### config.mk
export PLATFORM = sky130hd
export DESIGN_NAME = rowEraseSeq
export DESIGN_NICKNAME = d
export VERILOG_FILES = /design/src/rtl/rowErasePkg.sv /design/src/rtl/eraseDatapath.sv /design/src/rtl/eraseCtrl.sv /design/src/rtl/rowEraseSeq.sv
export SDC_FILE = /design/constraint.sdc
export NUM_CORES = 1
export LEC_CHECK = 0
export CAP_MARGIN = 10
export CORE_ASPECT_RATIO = 0.9
export CORE_MARGIN = 2
export CORE_UTILIZATION = 55
export DETAILED_ROUTE_END_ITERATION = 7
export DONT_BUFFER_PORTS = 1
export PLACE_DENSITY = 0.81
export SLEW_MARGIN = 0
export SYNTH_ARGS = -nofsm -noshare
export SYNTH_HDL_FRONTEND = slang
export SYNTH_HIERARCHICAL = 1
export SYNTH_SLANG_ARGS = --single-unit
export TNS_END_PERCENT = 5
### constraint.sdc
create_clock -name clk -period 3.52 [get_ports clk]
set_clock_uncertainty 0.2 [all_clocks]
set_input_delay 1.056 -clock clk [delete_from_list [all_inputs] [get_ports clk]]
set_output_delay 1.056 -clock clk [all_outputs]
set_load 0.005 [all_outputs]
### src/rtl/rowErasePkg.sv
package rowErasePkg;
  localparam logic [3:0] CMD_CORE    = 4'b0000;
  localparam logic [3:0] CMD_TWRITE  = 4'b1100;
  localparam logic [3:0] CMD_TWSTART = 4'b1111;

  typedef struct packed {
    logic        load;
    logic        stretch;
    logic [3:0]  cmd;
    logic [15:0] payload;
    logic        clrAddr;
    logic        advAddr;
  } dpCtrl_t;
endpackage

### src/rtl/eraseDatapath.sv
module eraseDatapath
  import rowErasePkg::*;
#(
  parameter int HALF_CYCLES = 2,
  parameter int ADDR_W      = 16,
  parameter int CNT_W       = 24,
  parameter int ROW_BYTES   = 64
) (
  input  logic              clk,
  input  logic              rstN,
  input  dpCtrl_t           ctl,
  input  logic [ADDR_W:0]   panelBytes,
  input  logic [CNT_W-1:0]  p9Cycles,
  input  logic [CNT_W-1:0]  p10Cycles,
  output logic              pgcOut,
  output logic              pgdOut,
  output logic              frameDone,
  output logic              lastRow,
  output logic [ADDR_W-1:0] rowAddr
);
  localparam int FRAME_BITS = 20;
  localparam int BIT_W      = $clog2(FRAME_BITS);
  localparam logic [BIT_W-1:0] HOLD_BIT = BIT_W'(3);
  localparam logic [BIT_W-1:0] LAST_BIT = BIT_W'(FRAME_BITS - 1);
  localparam logic [CNT_W-1:0] HALF     = CNT_W'(HALF_CYCLES);
  localparam logic [ADDR_W:0]  ROW_STEP = (ADDR_W + 1)'(ROW_BYTES);

  logic [FRAME_BITS-1:0] shReg;
  logic [BIT_W-1:0]      bitIdx;
  logic                  phaseHigh;
  logic                  active;
  logic                  stretchQ;
  logic [CNT_W-1:0]      cnt;
  logic [BIT_W-1:0]      nextIdx;

  function automatic logic [CNT_W-1:0] atLeastOne(input logic [CNT_W-1:0] v);
    return (v == '0) ? CNT_W'(1) : v;
  endfunction

  assign nextIdx   = bitIdx + BIT_W'(1);
  assign frameDone = active && !phaseHigh && (cnt == CNT_W'(1)) && (bitIdx == LAST_BIT);
  assign lastRow   = ({1'b0, rowAddr} + ROW_STEP) >= panelBytes;

  // serial shifter and phase timer
  always_ff @(posedge clk) begin
    if (!rstN) begin
      shReg     <= '0;
      bitIdx    <= '0;
      phaseHigh <= 1'b0;
      active    <= 1'b0;
      stretchQ  <= 1'b0;
      cnt       <= '0;
      pgcOut    <= 1'b0;
      pgdOut    <= 1'b0;
    end else if (ctl.load) begin
      shReg     <= {ctl.payload, ctl.cmd};
      bitIdx    <= '0;
      phaseHigh <= 1'b1;
      active    <= 1'b1;
      stretchQ  <= ctl.stretch;
      cnt       <= HALF;
      pgcOut    <= 1'b1;
      pgdOut    <= ctl.cmd[0];
    end else if (active) begin
      if (cnt == CNT_W'(1)) begin
        if (phaseHigh) begin
          phaseHigh <= 1'b0;
          pgcOut    <= 1'b0;
          cnt       <= (stretchQ && bitIdx == HOLD_BIT) ? atLeastOne(p10Cycles) : HALF;
        end else if (bitIdx == LAST_BIT) begin
          active <= 1'b0;
        end else begin
          bitIdx    <= nextIdx;
          phaseHigh <= 1'b1;
          pgcOut    <= 1'b1;
          pgdOut    <= shReg[1];
          shReg     <= {1'b0, shReg[FRAME_BITS-1:1]};
          cnt       <= (stretchQ && nextIdx == HOLD_BIT) ? atLeastOne(p9Cycles) : HALF;
        end
      end else begin
        cnt <= cnt - CNT_W'(1);
      end
    end
  end

  // row address register
  always_ff @(posedge clk) begin
    if (!rstN)            rowAddr <= '0;
    else if (ctl.clrAddr) rowAddr <= '0;
    else if (ctl.advAddr) rowAddr <= rowAddr + ADDR_W'(ROW_BYTES);
  end

  p_data_on_rise_r2: assert property (@(posedge clk) disable iff (!rstN)
    !$stable(pgdOut) |-> $rose(pgcOut));

  p_cnt_live_r5: assert property (@(posedge clk) disable iff (!rstN)
    active |-> (cnt != '0));

  p_idle_clock_low_r6: assert property (@(posedge clk) disable iff (!rstN)
    !active |-> !pgcOut);

  p_addr_step_r7: assert property (@(posedge clk) disable iff (!rstN)
    !$stable(rowAddr) |-> (rowAddr == '0 || rowAddr == $past(rowAddr) + ADDR_W'(ROW_BYTES)));
endmodule

### src/rtl/eraseCtrl.sv
module eraseCtrl
  import rowErasePkg::*;
#(
  parameter int ADDR_W = 16
) (
  input  logic              clk,
  input  logic              rstN,
  input  logic              start,
  input  logic              frameDone,
  input  logic              lastRow,
  input  logic [ADDR_W-1:0] rowAddr,
  output dpCtrl_t           ctl,
  output logic              busy,
  output logic              done
);
  localparam int SETUP_LEN = 13;
  localparam int GROUP_LEN = 7;
  localparam int STEP_W    = $clog2(SETUP_LEN + GROUP_LEN);
  localparam logic [STEP_W-1:0] LOOP_BASE = STEP_W'(SETUP_LEN);
  localparam logic [STEP_W-1:0] LAST_STEP = STEP_W'(SETUP_LEN + GROUP_LEN - 1);

  typedef enum logic [1:0] {S_IDLE, S_LOAD, S_WAIT} state_t;

  state_t            state;
  logic [STEP_W-1:0] step;
  logic [15:0]       ptr;
  logic [20:0]       entry;

  // {stretch, payload, cmd}
  function automatic logic [20:0] romEntry(input logic [STEP_W-1:0] s, input logic [15:0] a);
    case (s)
      STEP_W'(0):  romEntry = {1'b0, 16'h8EA6, CMD_CORE};
      STEP_W'(1):  romEntry = {1'b0, 16'h8CA6, CMD_CORE};
      STEP_W'(2):  romEntry = {1'b0, 16'h86A6, CMD_CORE};
      STEP_W'(3):  romEntry = {1'b0, 16'h0E3C, CMD_CORE};
      STEP_W'(4):  romEntry = {1'b0, 16'h6EF8, CMD_CORE};
      STEP_W'(5):  romEntry = {1'b0, 16'h0E00, CMD_CORE};
      STEP_W'(6):  romEntry = {1'b0, 16'h6EF7, CMD_CORE};
      STEP_W'(7):  romEntry = {1'b0, 16'h0E06, CMD_CORE};
      STEP_W'(8):  romEntry = {1'b0, 16'h6EF6, CMD_CORE};
      STEP_W'(9):  romEntry = {1'b0, 16'h0040, CMD_TWRITE};
      STEP_W'(10): romEntry = {1'b0, 16'h8EA6, CMD_CORE};
      STEP_W'(11): romEntry = {1'b0, 16'h9CA6, CMD_CORE};
      STEP_W'(12): romEntry = {1'b0, 16'h88A6, CMD_CORE};
      STEP_W'(13): romEntry = {1'b0, 16'h6AF8, CMD_CORE};
      STEP_W'(14): romEntry = {1'b0, 8'h0E, a[15:8], CMD_CORE};
      STEP_W'(15): romEntry = {1'b0, 16'h6EF7, CMD_CORE};
      STEP_W'(16): romEntry = {1'b0, 8'h0E, a[7:0], CMD_CORE};
      STEP_W'(17): romEntry = {1'b0, 16'h6EF6, CMD_CORE};
      STEP_W'(18): romEntry = {1'b0, 16'h0000, CMD_TWSTART};
      default:     romEntry = {1'b1, 16'h0000, CMD_CORE};
    endcase
  endfunction

  assign ptr   = 16'(rowAddr);
  assign entry = romEntry(step, ptr);
  assign busy  = (state != S_IDLE);

  always_comb begin
    ctl.load    = (state == S_LOAD);
    ctl.stretch = entry[20];
    ctl.payload = entry[19:4];
    ctl.cmd     = entry[3:0];
    ctl.clrAddr = (state == S_IDLE) && start;
    ctl.advAddr = (state == S_WAIT) && frameDone && (step == LAST_STEP) && !lastRow;
  end

  always_ff @(posedge clk) begin
    if (!rstN) begin
      state <= S_IDLE;
      step  <= '0;
      done  <= 1'b0;
    end else begin
      case (state)
        S_IDLE: if (start) begin
          state <= S_LOAD;
          step  <= '0;
          done  <= 1'b0;
        end
        S_LOAD: state <= S_WAIT;
        default: if (frameDone) begin
          if (step == LAST_STEP) begin
            if (lastRow) begin
              state <= S_IDLE;
              done  <= 1'b1;
            end else begin
              step  <= LOOP_BASE;
              state <= S_LOAD;
            end
          end else begin
            step  <= step + STEP_W'(1);
            state <= S_LOAD;
          end
        end
      endcase
    end
  end

  p_busy_done_excl_r8: assert property (@(posedge clk) disable iff (!rstN)
    !(busy && done));

  p_no_restart_r9: assert property (@(posedge clk) disable iff (!rstN)
    busy |=> (step >= $past(step)) || (step == LOOP_BASE));

  p_single_load_r2: assert property (@(posedge clk) disable iff (!rstN)
    ctl.load |=> !ctl.load);
endmodule

### src/rtl/rowEraseSeq.sv
module rowEraseSeq
  import rowErasePkg::*;
#(
  parameter int HALF_CYCLES = 2,
  parameter int ADDR_W      = 16,
  parameter int CNT_W       = 24,
  parameter int ROW_BYTES   = 64
) (
  input  logic              clk,
  input  logic              rstN,
  input  logic              start,
  input  logic [ADDR_W:0]   panelBytes,
  input  logic [CNT_W-1:0]  p9Cycles,
  input  logic [CNT_W-1:0]  p10Cycles,
  output logic              pgcOut,
  output logic              pgdOut,
  output logic              busy,
  output logic              done,
  output logic [ADDR_W-1:0] rowAddr
);
  dpCtrl_t ctl;
  logic    frameDone;
  logic    lastRow;

  eraseCtrl #(.ADDR_W(ADDR_W)) i_ctrl (
    .clk(clk), .rstN(rstN), .start(start), .frameDone(frameDone),
    .lastRow(lastRow), .rowAddr(rowAddr), .ctl(ctl), .busy(busy), .done(done)
  );

  eraseDatapath #(
    .HALF_CYCLES(HALF_CYCLES), .ADDR_W(ADDR_W), .CNT_W(CNT_W), .ROW_BYTES(ROW_BYTES)
  ) i_dp (
    .clk(clk), .rstN(rstN), .ctl(ctl), .panelBytes(panelBytes),
    .p9Cycles(p9Cycles), .p10Cycles(p10Cycles), .pgcOut(pgcOut), .pgdOut(pgdOut),
    .frameDone(frameDone), .lastRow(lastRow), .rowAddr(rowAddr)
  );
endmodule

Word-level counts from Yosys, hierarchy flattened
Index checks and enable logic that the tools add are counted.
Word-level totals
  register bits after elaboration: 78
  bits in latches: 0
  RAM bits: 0
  memory bits (read-only): 0
  input bits: 68
  output and inout bits: 20
  memories: 0
Operators by class
  $add $sub $neg: 5
  $mul: 0
  div/mod/pow operators: 0
  magnitude comparators: 1
  eq/ne operators: 32
  shift operators: 0
  mux-type cells: 49
  bitwise logic cells: 4
  reduce and logical (&&, ||, !) cells: 36
Operators by type and width (number)
  case mux 21 bit (16 select lines): 1
  two-way mux 24 bit: 7
  two-way mux 20 bit: 5
  zero test 24 bit: 2
  == test 5 x 4 -> 1 bit (second input constant): 8
  == test 5 bit (second input constant): 5
  two-way mux 1 bit: 25
  == test 24 x 1 -> 1 bit (second input constant): 1
  subtractor 24 x 1 -> 24 bit (second input constant): 1
  == test 5 x 2 -> 1 bit (second input constant): 4
  == test 5 x 3 -> 1 bit (second input constant): 4
  two-way mux 5 bit: 4
  adder 16 x 7 -> 17 bit (second input constant): 1
  greater-or-equal comparator 17 bit: 1
  adder 16 x 7 -> 16 bit (second input constant): 1
  AND reduction 4 bit: 3
  nonzero test 2 bit: 6
  adder 5 x 1 -> 5 bit (second input constant): 2
  case mux 5 bit (2 select lines): 1
  OR reduction 2 bit: 5
  logical AND 1 bit: 9
  two-way mux 2 bit: 4
  AND reduction 2 bit: 4
  != test 2 bit (second input constant): 3
  other kinds (15): 20

Logic depth before layout (Yosys ltp)
Gate-level depths: netlist (run 1).
  depth after elaboration: 9
  depth in mapped cells: 16
  gate-level depth less buffers: 14

By module
The synthesis (run 1) kept the hierarchy.
Modules (own cells, without submodules)
  eraseDatapath: instances 1, cells an instance 499, area an instance 4160.2 um2, seq. area each 1261.2 um2
  eraseCtrl: instances 1, cells an instance 137, area an instance 1023.5 um2, seq. area each 160.2 um2

Least setup slack after synthesis (run 1)
Ideal clock, no wire load.
  kind: register -> register
  from: register i_dp.rowAddr[8]
  to: register i_dp.rowAddr[14]
  arrival time: 3.260 ns
  required time: 3.192 ns
  path slack: -0.067 ns
  stages on the path, launching flop included: 16
  cells stage by stage: dfxtp_1 and3_1 and3_1 and3_1 nand3_1 xnor2_1 ha_1 a21o_1 a21o_1 a2111oi_0 a21oi_1 nor4_1 clkbuf_1 nand4_1 xor2_1 nor2_1
RTL lines
  start: declaration: RTL line eraseDatapath.sv:19  | output logic [ADDR_W-1:0] rowAddr
  start signal: assignment: RTL line eraseDatapath.sv:90  | else if (ctl.advAddr) rowAddr <= rowAddr + ADDR_W'(ROW_BYTES);

==> results of run 1 <==
-- worst min-delay path, delay by kind of cell (launching register included) --
kind | cells | cell delay (ps)
flops | 1 | 330
compound gates | 2 | 120
-- stage by stage --
step / hold slack (ps) / cell area, µm² / TNS, ps
after floorplan: 242 / 5210 / 0
after global placement: 252 / 5390 / -12.3
after detailed placement: 264 / 5390 / -969
after CTS: 283 / 5620 / 0
after global routing: 311 / 5660 / -69.1
final: 291 / 5660 / 0
-- synth_stat cells, types with 9 or more instances --
| master | n |
|---|---|
| clkbuf_1 | 27 |
| a22oi_1 | 16 |
| mux2i_1 | 24 |
| dfxtp_1 | 71 |
| nand3_1 | 23 |
| nor4_1 | 20 |
| nand4_1 | 14 |
| inv_1 | 26 |
| and3_1 | 9 |
| o21ai_0 | 32 |
| buf_4 | 14 |
| ha_1 | 21 |
| nand2_1 | 33 |
| a21oi_1 | 41 |
| a31oi_1 | 10 |
| nor2_1 | 43 |
| xor2_1 | 17 |
-- cells by family (layout without fill, tap and decap cells) --
logic type	after synthesis	in the layout	share of synthesized area
and+or+nand+nor	223	223	0.257
DFF	71	71	0.274
other	2	7	0.00145
adders and majority gates	21	21	0.0507
AOI/OAI and AO/OA	196	196	0.258
xor gates and xnor gates	22	22	0.0372
buffers and inverters	77	81	0.0751
muxes	24	24	0.0463
-- flip-flops by register name, summed over array words and instances, names as in the netlist --
| name | flops |
|---|---|
| i_dp/pgcOut | 1 |
| i_dp/active | 1 |
| i_dp/bitIdx | 5 |
| i_dp/cnt | 24 |
| i_ctrl/done | 1 |
| i_ctrl/state | 2 |
| i_dp/rowAddr | 10 |
| i_dp/shReg | 20 |
| i_dp/stretchQ | 1 |
| i_dp/phaseHigh | 1 |
| i_ctrl/step | 5 |
-- how the worst max path moves through the flow --
stage | startpoint | end | cells after the start
final | i_dp/rowAddr[6] | i_dp/rowAddr[15] | 15
after global routing | i_dp/rowAddr[6] | i_dp/rowAddr[14] | 15
after CTS | i_dp/rowAddr[6] | i_dp/rowAddr[15] | 16
after detailed placement | panelBytes[6] | i_ctrl/step[0] | 12
after global placement | panelBytes[6] | i_ctrl/step[0] | 12
after floorplan | i_dp/rowAddr[8] | i_dp/rowAddr[15] | 15
-- area by class of cell --
cell class	instances	area, µm²
clock buffer	9	124
clock inverter	7	103
fill	759	3460
inverter	26	97.6
multi-input combinational	493	3440
sequential	71	1420
tap	122	153
timing repair buffer	39	318
-- power by group --
group | leakage, nW | switching [mW] | internal [mW]
Sequential | 0.578 | 0.0578 | 0.858
Clock | 0.111 | 0.354 | 0.408
Combinational | 1.40 | 0.362 | 0.241
Total | 2.09 | 0.774 | 1.51
-- metal layers --
layer / part of all wire / track usage
met1: 0.44 / 0.383
met2: 0.45 / 0.416
met3: 0.090 / 0.0772
met4: 0.019 / 0.112
met5: 0 / 0
-- repair_timing --
item / in CTS / in global routing
endpoints found under the setup margin: 9 / 16
gates cloned: 0 / 0
resized for setup: 1 / 7
endpoints found under the hold margin: 0 / 0
==> metrics, run 1 <==
status=finished, final reports clean; Placement Setup Slack=-166 ps; R2R cell count=15; cell repeated most along the worst path=and3_1; DRT antenna net count=0; num rows=33; Area growth, synth to finish=9.22%; final std cells w/o fill=767; leak pwr=2.09 nW; Via Count=5060; R2R Setup Slk=190 ps; CP arrival=3380 ps; synthesized instance count=approximately 640; Diodes inserted=0; CP peak stage delay=360 ps; commonest non-fill, non-tap cell in the layout=dfxtp_1; Worst setup EP type=flip-flop; Routed WL per cell=18.7 µm; # DRC=0; root buffer cell=clkbuf_8; first-pass GRT wire length=roughly 23000 µm; slowest CP cell=dfxtp_1; initial antenna violation count=1; Slew Limit Fails=0; vias in the first global route=4647; Distinct cells, synth=89; CTS Sinks=71; H-tree depth=3; CP top delay family=simple AND/OR/NAND/NOR gates; Initial Utilization=0.568; Yosys reg bits=71; GRT Total Usage=0.279; Min-Delay Startpoint=i_dp/cnt[10]; Hold Buf Count CTS=0; Core Area=0.00913 mm²; latest clock arrival within the worst-skew pair=360 ps; post-synth top area share=0.274; setup ws final=186 ps; Final setup viols=0; I/O Pins=88; post-synthesis async set-or-reset flop share=0; ranking of synthesized cells by area=dfxtp_1, ha_1, mux2i_1; max cap viols=0; worst r2r src=i_dp/rowAddr[6]; Fin. Hold Viols=0; IO Port Bufs=0; Placed Instances=751; Max Fclk=300 MHz; Reg2Reg Capture Point=i_dp/rowAddr[15]; crit start category=flip-flop; Clock Tree Buf Depth=2; mean area per synthesized cell=8.15 µm²; DR vias/cell=about 6.6; data required time of the worst path=approximately 3600 ps; DR pass1 iterations=5; hold crit path type=reg -> reg; Worst Tran Pin Value=780 ps; Tmin final=3330 ps; gpl congestion=about 0.95; Slew headroom=0.479; pwr/cell area=403 mW/mm²; Post-Syn Area=0.00518 mm²; Yosys top cell by area=dfxtp_1; worst hold endpoint=i_dp/cnt[10]; share of cells above drive strength 1=0.146; kind of critical path=reg -> reg; EDFF count, synth=0; most frequent cells in the layout=dfxtp_1, nor2_1, a21oi_1, buf_4, nand2_1; die area=0.0102 mm²; die height=96.1 µm; Peak VDD IR=0.000201 V; Synth warnings=6; Final nets=729; largest net degree at the start of global routing=42; critical-path cell list=and3_1 > and3_1 > and3_1 > nand3_1 > xnor2_1 > ha_1 > a21o_1 > a21o_1 > a2111oi_4 > a21oi_4 > nor4_4 > buf_12 > nand4_1 > xor2_1 > nor2_1; DPL Wire Length=10500 µm; Worst-path clk slew=90 ps; Crit Path Max Fanout=10; top_reg_cell synth=dfxtp_1; CTS tree=done; Worst Path Buf+Inv=1; Period Utilization, post-route=0.947; total power after layout=~2.3 mW; hold path depth=2; DR iter-0 viols=approximately 450; setup bufs post-CTS=0; clock buffer count from CTS=9; Overflow after GRT=0; Core Util, Final=0.620; Die Wd=between 100 and 150 µm; DRT Wirelength=14400 µm; register area share after synthesis=0.274
No activity file was read; power rests on OpenSTA's default activity.
==> run 2, diff against run 1 <==
ABC_AREA = 1   (was default)
==> metrics, run 2 <==
worst hold endpoint=i_dp/shReg[0]; top_reg_cell synth=dfxtp_1; Period Utilization, post-route=0.952 (+0.00524); Via Count=5841 (+15%); status=finished, final reports clean; DR iter-0 viols=451 (+1.3%); Worst setup EP type=flip-flop; net switching power=0.763 mW (-1.4%); top cells by count, synth=nand2_1, nor2_1, inv_1, dfxtp_1, nand3_1; # DRC=0 (unchanged); vias in the first global route=5177 (+11%); global routing usage on met3=0.0551 (-0.0221); M2 GR Usage=0.402 (-0.0138); share of cells above drive strength 1=0.133 (-0.0123); gpl congestion=0.924 (-2.7%); I/O Pins=88 (unchanged); Flop pwr share=0.370 (-0.032); H-tree depth=3 (unchanged); Die Wd=112 µm (+5.3%); Final nets=1028 (+41%); Synth Area in Adders=0.0455 (-0.00517); most common cell in the netlist=nand2_1; first-pass GRT wire length=23900 µm (+5.4%); Fin. Hold Viols=0 (unchanged); largest net degree at the start of global routing=28 (-33%); number of flip-flops in the largest register=24 (unchanged); Worst-path clk slew=50 ps (-40 ps); crit start category=flip-flop; post-synthesis async set-or-reset flop share=0 (unchanged); max cap viols=0 (unchanged); combinational family with the most area after synthesis=simple AND/OR/NAND/NOR gates; critical-path cell list=nand3_1 > nor2_2 > nand3b_1 > nor2_1 > nand2_1 > xor2_1 > inv_1 > ha_1 > nand4_1 > nor3_2 > nand3_1 > o211ai_1 > nand3_1 > nand2_2 > nand2_2 > nor2_4 > nand2_1 > nand2_1; Worst Tran Pin Value=881 ps (+101 ps); CTS Sinks=71 (unchanged); Final setup viols=0 (unchanged); initial antenna violation count=0 (-1); root buffer cell=clkbuf_16; Reg2Reg Capture Point=i_ctrl/step[3]; Min-Delay Startpoint=i_dp/shReg[0]; Core Area=0.0102 mm² (+12%); Synth warnings=6 (unchanged); IO Port Bufs=0 (unchanged); Area growth, synth to finish=5.94%; most frequent cells in the layout=nand2_1, nor2_1, inv_1, nand3_1; leak pwr=2.90 nW (+38%); Core Util, Final=0.597 (-0.0236); slowest CP cell=dfxtp_2; hold crit path type=reg -> reg; die height=101 µm (+5.3%); Top Registers=i_dp/cnt (24), i_dp/shReg (20), i_dp/rowAddr (10); Slew headroom=0.411 (-0.0676); Initial Utilization=0.563 (-0.00471); Distinct cells, synth=41 (-54%); num rows=35 (+6.1%); post-synthesis mux area share=0 (-0.0463); DRT Wirelength=14500 µm (+0.82%); setup TNS=0 ps (unchanged); DRT antenna net count=0 (unchanged); mean area per synthesized cell=6.08 µm² (-25%); R2R cell count=18 (+3); Synth Area in Simple Gates=0.458 (+0.201); Overflow after GRT=0 (unchanged); clock power share=0.375 (+0.041); Peak VDD IR=0.000302 V (+50%); worst r2r src=i_dp/rowAddr[8]; post-synth top area share=0.246 (-0.0280); layer with the highest usage=met2; synthesized instance count=950 (+49%); met1 usage=0.361 (-0.0211); clock buffer count from CTS=9 (unchanged); R2R Setup Slk=170 ps (-20 ps); filler instances=1010 (+33%); CP peak stage delay=390 ps (+30 ps); EDFF count, synth=0 (unchanged); Max Fclk=298 MHz (-0.55%); Yosys reg bits=71 (unchanged); DR pass1 iterations=5 (unchanged); Internal=1.63 mW (+8.6%); Yosys top cell by area=dfxtp_1; Crit Path Max Fanout=6 (-4); die area=0.0113 mm² (+11%); CTS tree=done; Slew Limit Fails=0 (unchanged); compound-gate portion of the synthesized area=0.123 (-0.135); latest clock arrival within the worst-skew pair=340 ps (-20 ps); hold path depth=2 (unchanged); Diodes inserted=0 (unchanged); GRT Total Usage=0.255 (-0.0238); CP arrival=3430 ps (+50 ps); register area share after synthesis=0.246 (-0.0280); commonest non-fill, non-tap cell in the layout=nand2_1; DR vias/cell=5.44 (-17%); data required time of the worst path=3590 ps (+20 ps); ranking of synthesized cells by area=dfxtp_1, nand2_1, nor2_1; Largest Register=i_dp/cnt; kind of critical path=reg -> reg; Routed WL per cell=13.5 µm (-28%); switching fraction of total power=0.318 (-0.0213); Tmin final=3350 ps (+18.4 ps); Comb pwr share=0.255 (-0.009); Synth Area in XOR/XNOR=0.0167 (-0.0205); DPL Wire Length=10700 µm (+2.0%); Clock Tree Buf Depth=2 (unchanged); Post-Syn Area=0.00577 mm² (+11%); pwr/cell area=392 mW/mm² (-2.6%)
run 2: worst max-delay path, delay by kind of cell (launching register included):
kind	cells	cell delay, ps
buffers and inverters	1	80
DFF	1	390
and+or+nand+nor	14	1770
adders and majority gates	1	290
xor gates and xnor gates	1	210
AOI/OAI and AO/OA	1	350
run 2: cell families after synthesis:
family          after synthesis
compound gates              133
xor+xnor                     11
fa+ha+maj                    21
buf+inv                     142
flops                        71
other cells                   2
simple gates                570
run 2: how the worst max path moves through the flow:
stage	start	end	slack (ps)	cells after the start
2_1_floorplan	i_dp/rowAddr[7]	i_dp/rowAddr[6]	440	17
3_3_place_gp	i_dp/rowAddr[6]	i_dp/rowAddr[9]	150	17
3_5_place_dp	i_dp/rowAddr[7]	i_dp/rowAddr[6]	20	17
4_1_cts	i_dp/rowAddr[7]	i_dp/rowAddr[6]	90	18
5_1_grt	i_dp/rowAddr[8]	i_ctrl/step[4]	-50	18
6_report	i_dp/rowAddr[8]	i_ctrl/step[3]	170	18
run 2: what timing repair did:
| action | in CTS | in global routing |
|---|---|---|
| gates cloned | 0 | 0 |
| setup endpoints to repair | 1 | 15 |
| setup buffers | 1 | 2 |
| pin swaps | 0 | 6 |
| gates resized for setup | 0 | 11 |
| hold buffers | 0 | 0 |
run 2: per-layer routing:
metal | part of all wire | vias up
met5 | 0 | -
met4 | 0.0084 | 0
met3 | 0.095 | 14
met2 | 0.43 | 260
met1 | 0.46 | 2589
li1 | - | 2978
run 2: area by class of cell:
type | count | area [µm²] | area share
clock buffers | 13 | 250 | 0.0409
clock inverters | 3 | 42.5 | 0.00696
inverters | 106 | 400 | 0.0655
multi-input cells | 742 | 3760 | 0.615
flip-flops and latches | 71 | 1430 | 0.234
well taps | 129 | 161 | 0.0264
repair buffers | 9 | 67.6 | 0.0110
run 2: power by group through the flow:
stage | Clock, mW | Sequential, mW | Combinational, mW
2_1_floorplan | 0 | 0.894 | 0.500
3_3_place_gp | 0 | 0.902 | 0.585
3_5_place_dp | 0 | 0.903 | 0.594
4_1_cts | 0.924 | 0.886 | 0.599
5_1_grt | 0.956 | 0.892 | 0.698
6_report | 0.900 | 0.887 | 0.611
run 2: stage by stage:
| stage | total power, mW | area [µm²] | hold slack [ps] | instances | worst slack, ps |
|---|---|---|---|---|---|
| CTS | 2.41 | 6070 | 281 | 1071 | 88.1 |
| finish | 2.40 | 6120 | 283 | 1073 | 168 |
| global placement | 1.49 | 5770 | 262 | 1054 | 149 |
| detailed placement | 1.50 | 5770 | 272 | 1054 | 17.1 |
| floorplan | 1.39 | 5790 | 240 | 955 | 437 |
| global route | 2.55 | 6120 | 314 | 1073 | -45.3 |
